===== config.mk =====
export PLATFORM = sky130hd
export DESIGN_NAME = match_timer
export DESIGN_NICKNAME = d
export VERILOG_FILES = /design/src/rtl/mt_pkg.sv /design/src/rtl/mt_counter.sv /design/src/rtl/mt_match_unit.sv /design/src/rtl/match_timer.sv
export SDC_FILE = /design/constraint.sdc
export NUM_CORES = 1
export LEC_CHECK = 0
export ABC_CLOCK_PERIOD_IN_PS = 6900
export CAP_MARGIN = 20
export CORE_MARGIN = 8
export CORE_UTILIZATION = 55
export CTS_CLUSTER_SIZE = 24
export DETAILED_ROUTE_END_ITERATION = 10
export PLACE_DENSITY = 0.86
export SLEW_MARGIN = 20
export SYNTH_ARGS = -nofsm -noshare
export SYNTH_HDL_FRONTEND = slang
export SYNTH_HIERARCHICAL = 1
export SYNTH_SLANG_ARGS = --single-unit

===== constraint.sdc =====
create_clock -name clk -period 6.9 [get_ports clk]
set_input_delay 1.38 -clock clk [delete_from_list [all_inputs] [get_ports clk]]
set_output_delay 1.38 -clock clk [all_outputs]
set_load 0.005 [all_outputs]

===== src/rtl/mt_pkg.sv =====
package mt_pkg;
  typedef logic [7:0] mt_addr_t;

  localparam mt_addr_t OFS_MATCH_BASE = 8'h00;
  localparam mt_addr_t OFS_COUNT      = 8'h10;
  localparam mt_addr_t OFS_STATUS     = 8'h14;
  localparam mt_addr_t OFS_WDOG_ARM   = 8'h18;
  localparam mt_addr_t OFS_IRQ_EN     = 8'h1C;
endpackage


===== src/rtl/mt_counter.sv =====
module mt_counter #(
  parameter int CNT_W = 32
) (
  input  logic             clk,
  input  logic             rst_n,
  input  logic             tick_i,
  input  logic             load_i,
  input  logic [CNT_W-1:0] load_val_i,
  output logic [CNT_W-1:0] cnt_o,
  output logic [CNT_W-1:0] cnt_nxt_o,
  output logic             step_o
);
  logic [CNT_W-1:0] cnt_q;
  logic [CNT_W-1:0] cnt_d;
  logic             cnt_en;

  always_comb begin
    cnt_en = load_i | tick_i;
    cnt_d  = load_i ? load_val_i : cnt_q + CNT_W'(1);
  end

  always_ff @(posedge clk or negedge rst_n) begin
    if (!rst_n)      cnt_q <= '0;
    else if (cnt_en) cnt_q <= cnt_d;
  end

  assign cnt_o     = cnt_q;
  assign cnt_nxt_o = cnt_d;
  assign step_o    = tick_i & ~load_i;


  cnt_hold_chk: assert property (@(posedge clk) disable iff (!rst_n)
    (!tick_i && !load_i) |=> $stable(cnt_q));

  cnt_inc_chk: assert property (@(posedge clk) disable iff (!rst_n)
    (tick_i && !load_i) |=> (cnt_q == $past(cnt_q) + CNT_W'(1)));

  cnt_load_chk: assert property (@(posedge clk) disable iff (!rst_n)
    load_i |=> (cnt_q == $past(load_val_i)));
endmodule


===== src/rtl/mt_match_unit.sv =====
module mt_match_unit #(
  parameter int CNT_W = 32
) (
  input  logic             clk,
  input  logic             rst_n,
  input  logic             wr_i,
  input  logic [CNT_W-1:0] wdata_i,
  input  logic             step_i,
  input  logic [CNT_W-1:0] cnt_nxt_i,
  output logic [CNT_W-1:0] match_o,
  output logic             hit_o
);
  logic [CNT_W-1:0] match_q;

  always_ff @(posedge clk or negedge rst_n) begin
    if (!rst_n)    match_q <= '0;
    else if (wr_i) match_q <= wdata_i;
  end

  assign match_o = match_q;
  assign hit_o   = step_i & (cnt_nxt_i == match_q);
endmodule


===== src/rtl/match_timer.sv =====
module match_timer
  import mt_pkg::*;
#(
  parameter int CNT_W  = 32,
  parameter int DATA_W = 32,
  parameter int NCH    = 4,
  parameter int IE_W   = 12
) (
  input  logic              clk,
  input  logic              rst_n,
  input  logic              tick_en,
  input  logic [7:0]        bus_addr,
  input  logic              bus_wr,
  input  logic [DATA_W-1:0] bus_wdata,
  output logic [DATA_W-1:0] bus_rdata,
  output logic [NCH-1:0]    irq,
  output logic              wdog_rst
);
  localparam int WD_CH = NCH - 1;

  // reset release synchronizer
  logic [1:0] rst_sync_q;
  logic       rst_int_n;

  always_ff @(posedge clk or negedge rst_n) begin
    if (!rst_n) rst_sync_q <= 2'b00;
    else        rst_sync_q <= {rst_sync_q[0], 1'b1};
  end
  assign rst_int_n = rst_sync_q[1];

  // write decode
  logic wr_count, wr_status, wr_arm, wr_ie;
  always_comb begin
    wr_count  = bus_wr && (bus_addr == OFS_COUNT);
    wr_status = bus_wr && (bus_addr == OFS_STATUS);
    wr_arm    = bus_wr && (bus_addr == OFS_WDOG_ARM);
    wr_ie     = bus_wr && (bus_addr == OFS_IRQ_EN);
  end

  // counter
  logic [CNT_W-1:0] cnt, cnt_nxt;
  logic             step;

  mt_counter #(.CNT_W(CNT_W)) u_counter (
    .clk        (clk),
    .rst_n      (rst_int_n),
    .tick_i     (tick_en),
    .load_i     (wr_count),
    .load_val_i (bus_wdata[CNT_W-1:0]),
    .cnt_o      (cnt),
    .cnt_nxt_o  (cnt_nxt),
    .step_o     (step)
  );

  // match channels
  logic [CNT_W-1:0] match_val [NCH];
  logic [NCH-1:0]   hit;

  for (genvar i = 0; i < NCH; i++) begin : g_ch
    localparam mt_addr_t OFS_I = mt_addr_t'(OFS_MATCH_BASE + 4 * i);
    mt_match_unit #(.CNT_W(CNT_W)) u_match (
      .clk       (clk),
      .rst_n     (rst_int_n),
      .wr_i      (bus_wr && (bus_addr == OFS_I)),
      .wdata_i   (bus_wdata[CNT_W-1:0]),
      .step_i    (step),
      .cnt_nxt_i (cnt_nxt),
      .match_o   (match_val[i]),
      .hit_o     (hit[i])
    );
  end

  // control and status state
  logic [NCH-1:0]  status_q, status_d, clr_mask;
  logic [IE_W-1:0] ie_q;
  logic            arm_q, arm_d;
  logic            wdog_q, wdog_d;
  logic            wd_fire;

  always_comb begin
    clr_mask = wr_status ? bus_wdata[NCH-1:0] : '0;
    status_d = (status_q & ~clr_mask) | (hit & ie_q[NCH-1:0]);
    wd_fire  = hit[WD_CH] & arm_q;
    wdog_d   = wd_fire;
    if (wd_fire)     arm_d = 1'b0;
    else if (wr_arm) arm_d = bus_wdata[0];
    else             arm_d = arm_q;
  end

  always_ff @(posedge clk or negedge rst_int_n) begin
    if (!rst_int_n) begin
      status_q <= '0;
      arm_q    <= 1'b0;
      wdog_q   <= 1'b0;
    end else begin
      status_q <= status_d;
      arm_q    <= arm_d;
      wdog_q   <= wdog_d;
    end
  end

  always_ff @(posedge clk or negedge rst_int_n) begin
    if (!rst_int_n)  ie_q <= '0;
    else if (wr_ie)  ie_q <= bus_wdata[IE_W-1:0];
  end

  assign irq      = status_q;
  assign wdog_rst = wdog_q;

  // read mux
  logic addr_known;
  always_comb begin
    bus_rdata  = '0;
    addr_known = 1'b1;
    case (bus_addr)
      OFS_COUNT:    bus_rdata = DATA_W'(cnt);
      OFS_STATUS:   bus_rdata = DATA_W'(status_q);
      OFS_WDOG_ARM: bus_rdata = DATA_W'(arm_q);
      OFS_IRQ_EN:   bus_rdata = DATA_W'(ie_q);
      default:      addr_known = 1'b0;
    endcase
    for (int i = 0; i < NCH; i++) begin
      if (bus_addr == mt_addr_t'(OFS_MATCH_BASE + 4 * i)) begin
        bus_rdata  = DATA_W'(match_val[i]);
        addr_known = 1'b1;
      end
    end
  end


  ie_upper_zero_chk: assert property (@(posedge clk) disable iff (!rst_int_n)
    (bus_addr == OFS_IRQ_EN) |-> (bus_rdata[DATA_W-1:IE_W] == '0));

  unknown_read_zero_chk: assert property (@(posedge clk) disable iff (!rst_int_n)
    !addr_known |-> (bus_rdata == '0));

  wdog_single_cycle_chk: assert property (@(posedge clk) disable iff (!rst_int_n)
    wdog_rst |=> !wdog_rst);

  wdog_disarm_chk: assert property (@(posedge clk) disable iff (!rst_int_n)
    wdog_rst |-> !arm_q);

  for (genvar n = 0; n < NCH; n++) begin : g_chk

    irq_needs_enable_chk: assert property (@(posedge clk) disable iff (!rst_int_n)
      $rose(irq[n]) |-> $past(ie_q[n]));

    status_clear_chk: assert property (@(posedge clk) disable iff (!rst_int_n)
      (wr_status && bus_wdata[n] && !hit[n]) |=> !irq[n]);
  end
endmodule


======== Word-level counts from Yosys, hierarchy flattened ========
Index checks and enable logic that the tools add are counted.
Widths: inputs -> output; s select.
word-level totals
  flip-flop bits (word level) ............. 180
  latch bits .............................. 0
  memory bits (writable) .................. 0
  bits in read-only memories .............. 0
  word-level logic and storage cells ...... 53
  memories kept ........................... 0
operators by class
  add/sub/neg operators ................... 1
  multiply operators ...................... 0
  div/mod/pow operators ................... 0
  order comparisons ....................... 0
  equality and inequality tests ........... 11
  shifts and indexed selects .............. 0
  multiplexer cells ....................... 9
  bitwise operators ....................... 12
  reductions and logical operators ........ 10
operators with widths
  cell                   number
  $mux 32                5
  $eq 32x32->1           4
  $pmux 32 s4            1
  $add 32x1->32 const B  1
  $eq 8x5->1 const B     4
  $eq 8x4->1 const B     2
  $and 4x4->4            2
  $eq 8x3->1 const B     1
  $logic_and 1x1->1      8
  $logic_not 8->1        1
  $and 1x1->1            6
  $mux 4                 1
  $not 4->4              1
  $or 4x4->4             1
  $mux 1                 2
  $reduce_bool 2->1      1
  $not 1->1              1
  $or 1x1->1             1

======== Logic depth before layout (Yosys ltp) ========
  word-level depth ........................ 7
  mapped depth ............................ 16

======== Hierarchy ========
The synthesis kept the hierarchy.
modules (own cells, without submodules)
  module         times used  cells an instance  area each (µm²)  seq. area each (µm²)
  mt_match_unit  4           112                1535.2           800.8
  mt_counter     1           360                2999.1           800.8
  match_timer    1           291                2389.8           500.5

======== Worst setup path before layout ========
Ideal clock, no wire load.
  path type ............................... input-to-reg
  start ................................... in bus_addr[1]
  end ..................................... reg arm_q
  setup time .............................. 0.119 ns
  arrival ................................. 4.813 ns
  required time ........................... 6.781 ns
  path slack .............................. 1.968 ns
  cell stages on the path ................. 15
  path buffers ............................ 4
  cell sequence ........................... or4_4 -> nor2_2 -> buf_2 -> and3_1 -> clkbuf_1 -> clkbuf_1 -> clkbuf_1 -> a211oi_1 -> a311oi_1 -> xor2_1 -> nor4_1 -> nand4_1 -> nor3_2 -> and2_1 -> nor2_1
on the way
  word-level cells in the longest chain between the ends .. 7
  elaborated cells on any way between the ends .. 12
  classes of those cells .................. eq/ne: 3; mux: 2; bitwise: 4; reduce/logical: 3
ends and longest elaborated chain
  element                                      line                 text
  from (decl)                                  match_timer.sv:12    input logic [7:0] bus_addr,
  $eq 8x5->1 *                                 --
  $logic_and 1x1->1 *                          match_timer.sv:34    wr_count = bus_wr && (bus_addr == OFS_COUNT);
  named net wr_count                           match_timer.sv:32    logic wr_count, wr_status, wr_arm, wr_ie;
  $mux 32 *                                    mt_counter.sv:19     cnt_d = load_i ? load_val_i : cnt_q + CNT_W'(1);
  named net cnt_nxt[23]                        match_timer.sv:41    logic [CNT_W-1:0] cnt, cnt_nxt;
  $eq 32x32->1 *                               mt_match_unit.sv:21  assign hit_o = step_i & (cnt_nxt_i == match_q);
  $and 1x1->1 *                                mt_match_unit.sv:21
  named net hit[3]                             match_timer.sv:57    logic [NCH-1:0] hit;
  $and 1x1->1 *                                match_timer.sv:83    wd_fire = hit[WD_CH] & arm_q;
  named net wd_fire                            match_timer.sv:78    logic wd_fire;
  $mux 1 or $reduce_bool 2->1 (tied branches)  --
  to (signal assigned)                         match_timer.sv:97    arm_q <= arm_d;
  to (decl)                                    match_timer.sv:76    logic arm_q, arm_d;
The timed path passes the listed nets; every way through them passes the cells marked *.
A chain may end at the register's enable or synchronous reset.

======== Worst setup path in the final report ========
  start ................................... in bus_addr[1]
  end ..................................... out bus_rdata[29]
on the way
  word-level cells in the longest chain between the ends .. 6
  elaborated cells on any way between the ends .. 13
  classes of those cells .................. eq/ne: 7; mux: 5; reduce/logical: 1
ends and longest elaborated chain
  element                               line                text
  $eq 8x5->1, on equally long branches  --
  $pmux 32 s4                           match_timer.sv:115  case (bus_addr)
  $mux 32 (3 in a row)                  match_timer.sv:123  if (bus_addr == mt_addr_t'(OFS_MATCH_BASE + 4 * i)) begin
  $mux 32 *                             match_timer.sv:123
  to (decl)                             match_timer.sv:15   output logic [DATA_W-1:0] bus_rdata,
Every way passes the cells marked *; elsewhere a longest branch is shown, timed or not.

==> summary by stage <==
Final layout
After the last flow step, the layout net total stands at 1,193. The finished layout holds 1,436 standard cells, fillers aside. Leaving out fill and tap cells, the most frequent cells in the layout are 179 x sky130_fd_sc_hd__dfrtp_1, 149 x sky130_fd_sc_hd__mux2_2, 129 x sky130_fd_sc_hd__xor2_1. The multi-input gate area in the final layout is 6620 sq um. The number of antenna cells inserted is 0.

The final non-filler cell area is 13,100 sq um. The sequential cell area in the final layout is 4510 sq um. The share of layout cells above drive strength 1 is 20.8%. The library cell used most frequently in the layout, excluding fill and tap cells, is sky130_fd_sc_hd__dfrtp_1. The area growth from synthesis to layout is 13.7%. The total of fill cells in the finished design is 1,652.

Setup path
The arrival time of the worst setup path is 4.31 ns. In this run the worst path has a maximum fanout of 15. STA classifies the critical path startpoint as an input pin. The sort of element at the end of the critical path is an output port. The setup path with the least slack is of type input pin to output port. The reg2reg setup slack is 2.51 ns. The worst path required time is 5.52 ns.

CTS
The insertion delay to the later sink of the worst-skew pair is 0.44 ns. The clock tree from TritonCTS is done. The buffer type at the clock tree root is sky130_fd_sc_hd__clkbuf_16. The clock passes through at most 2 buffers.

The H-tree generated during clock tree synthesis spans 4 levels. Clock-pin slew was measured on the worst setup and hold paths at 0.07 ns. The clock buffer count from CTS is 17. The number of buffers added for setup after CTS is 0.

The number of clock sinks seen by CTS is 180. Once the clock tree was built, the resizer swapped 0 gates to a different size. The quantity of hold-fixing buffers added after cts is 0.

Global routing
The number of antenna violations at the first check in global routing is 0. Global routing consumed, on the met2 layer, 43.6% of the routing resources. For this run, the total global-route usage over all layers was measured as 29.0%. The layer with the highest usage after global routing is met2. The met3 demand-to-capacity share in global routing is 5.84%. The number of global-route vias before repair came to 9,499. The first global-routing pass estimated 58,100 microns of wire.

The leftover overflow at the end of global routing is 0. Entering global routing, the biggest net connects 72 pins. The global-route track usage on met1 is 39.3%.

Logic synthesis
The fraction of the mapped netlist area in compound gates is 9.16%. The synthesized netlist devotes 11.6% of its cell area to XOR and XNOR gates. Of all flip-flops after synthesis, the portion carrying an async set or reset was 100%.

Among all flip-flop cells after synthesis, the most frequent one is sky130_fd_sc_hd__dfrtp_1. In this run, synthesis inferred 0 flip-flops with an integrated enable. Sequential elements use 39.1% of the synthesized area. The total nets after synthesis is 1,144. The synthesized-area fraction occupied by and/or/nand/nor cells is 16.0%. Averaged over all synthesized cells, the footprint is 10.5 sq um. During synthesis, Yosys emitted a total of 6 warnings. After technology mapping, the gate count stands at 1,099. The post-synthesis register bit count is 180. The main combinational cell family by area after synthesis is multiplexers. The number of different library cells used by synthesis comes to 65.

Summing every instance area after synthesis gives 11,500 sq um. The multiplexer share of the synthesized area is 20.2%. The post-synthesis adder-cell area fraction is 0.109%.

Run
The number of max-cap violations is 0.

Floorplan
The number of top-level pins is 81. The core region is 20,800 sq um. Row generation in the floorplan step produced 53 rows. From left edge to right edge, the die measures 161 microns. The die covers 25,900 sq um. For this configuration, the core starts out at a cell density of 55.4%.

The die span in y is 161 microns.

Status
The flow ran to the end, and the final reports show no timing, DRC or antenna violations.

Place
In this run the tool buffered the top-level ports with 80 buffer cells. The congestion estimate from routability-driven global placement came to 1.06. The cell area after placement is 12,500 sq um. After legalization and detailed placement, the total HPWL measured 27,100 microns.

The cell count after placement is 1,404.

Route
The detailed-route wire length per cell is 26.5 microns. The detail route stage leaves a number of antenna-violating nets equal to 0. The final routed DRC violation total is 0.

Across all layers, the routed design uses 9,864 vias. The detail-routed via count per cell is 6.87. The detailed router finished its first iteration with 1,295 violations. Before antenna repair, the detailed router went through 7 iterations. Wires add up to 38,000 microns.

Timing
The headroom to the max-slew limit is 30.6%. The number of endpoints failing setup at the final stage is 0. The post-route fraction of the period consumed by the critical path is 82.5%. The hold violation count in the final report is 0. The number of pins exceeding their max-slew limit in the final report is 0. For the pin with the worst max-slew slack, the measured transition is 1.03 ns. On the final layout, the worst clock skew is 0.0130 ns. Adding up every negative setup slack in the final design gives 0 ns. The clock period minus worst slack is 5.69 ns. Setup repair after global routing left no endpoint under its margin.

Derived from the worst setup path, the maximum achievable clock frequency is 176 MHz.

Power and ir drop
The areal power density over the cells is 227 nW/um^2. VDD sags by at most 0.191 mV. Summed over all cells, the static leakage comes to 6.01 nW.

Min path
The tightest min-delay check is of the flop to flop type.
[logic make-up (layout without fill, tap and decap cells)]
family	after synthesis	in the layout
other	1	1
adder cells (fa/ha/maj)	1	1
flip-flops	180	180
AND/OR/NAND/NOR	319	319
multiplexers	208	208
buffers and inverters	86	148
XOR/XNOR	153	153
AO/OA/AOI/OAI	151	151
[cells in the mapped netlist, drive strengths merged (3+ instances only)]
master	number	area [sq um]
o41ai	3	26.3
and2	6	37.5
a311oi	9	78.8
a31oi	11	68.8
o221ai	17	149
a21oi	24	120
nor4	52	325
or2	8	50.1
a221oi	6	52.6
and3	11	68.8
or4	9	76.3
o21a	5	37.5
or3	5	32.5
nor2b	22	138
nand4	30	218
nand2	33	124
a22o	4	35.0
clkbuf	35	173
mux2i	38	380
buf	38	208
dfrtp	180	4500
nand4b	3	26.3
nand2b	4	25.0
nor3b	4	30.0
o21ai	18	90.1
xnor2	24	210
and4	10	90.1
nor2	53	201
mux2	167	1880
o31ai	3	22.5
inv	11	41.3
nor3	43	255
xor2	129	1130
o31a	6	52.6
a22oi	3	22.5
a211oi	16	120
nand3	22	115
o22ai	19	119
mux4	3	67.6
[critical path, stage by stage]
cell and delay, ns:
sky130_fd_sc_hd__clkdlybuf4s50_1 0.43, sky130_fd_sc_hd__or4_4 0.59, sky130_fd_sc_hd__nor2_2 0.10, sky130_fd_sc_hd__buf_4 0.19, sky130_fd_sc_hd__nand2_1 0.57, sky130_fd_sc_hd__o22ai_1 0.46
sky130_fd_sc_hd__clkdlybuf4s50_1 0.57
[per-layer routing]
layer / wire (microns) / up-vias
met5: 0 / -
met4: 1850 / 0
met3: 4090 / 133
met2: 16800 / 721
met1: 15300 / 4819
li1: - / 4191
[stage by stage]
stage | utilization [%] | total power, mW | setup slack [ns] | hold WS (ns)
2_1_floorplan | - | 1.70 | 1.51 | 0.331
3_3_place_gp | 60.0 | 1.92 | 1.18 | 0.338
3_5_place_dp | 60.0 | 1.93 | 1.10 | 0.341
4_1_cts | 62.9 | 2.95 | 1.26 | 0.358
5_1_grt | 62.9 | 3.06 | 1.17 | 0.371
6_report | 62.9 | 2.97 | 1.21 | 0.357
[power breakdown]
| group | leakage (nW) | switching (mW) | internal [mW] |
|---|---|---|---|
| clock | 0.296 | 0.453 | 0.566 |
| combinational | 3.26 | 0.410 | 0.270 |
| sequential | 2.45 | 0.148 | 1.12 |
[state kept, by name, indices dropped and copies added (netlist names)]
| signal | flops |
|---|---|
| g_ch.u_match/match_o | 128 |
| ie_q | 12 |
| arm_q | 1 |
| irq | 4 |
| wdog_rst | 1 |
| u_counter/cnt_o | 32 |
| rst_sync_q | 2 |
[cell type report]
| cell class | count | area share (%) |
|---|---|---|
| tap | 275 | 2.63 |
| inverter | 12 | 0.344 |
| clock inverter | 13 | 1.21 |
| sequential | 180 | 34.4 |
| multi-input combinational | 833 | 50.5 |
| clock buffer | 19 | 3.46 |
| timing repair buffer | 104 | 7.47 |
[path summary, 6_finish.rpt]
check | start | endpoint | cells after the start
worst max-delay path | bus_addr[1] | bus_rdata[29] | 7
worst min-delay path | rst_sync_q[0] | rst_sync_q[1] | 0
worst max register to register | u_counter/cnt_o[0] | arm_q | 11
worst min register to register | rst_sync_q[0] | rst_sync_q[1] | 0
max in group asynchronous | rst_sync_q[1] | u_counter/cnt_o[16] | 1
min in group asynchronous | rst_sync_q[1] | g_ch[2].u_match/match_o[20] | 0
Power figures use the tool's default switching activity.
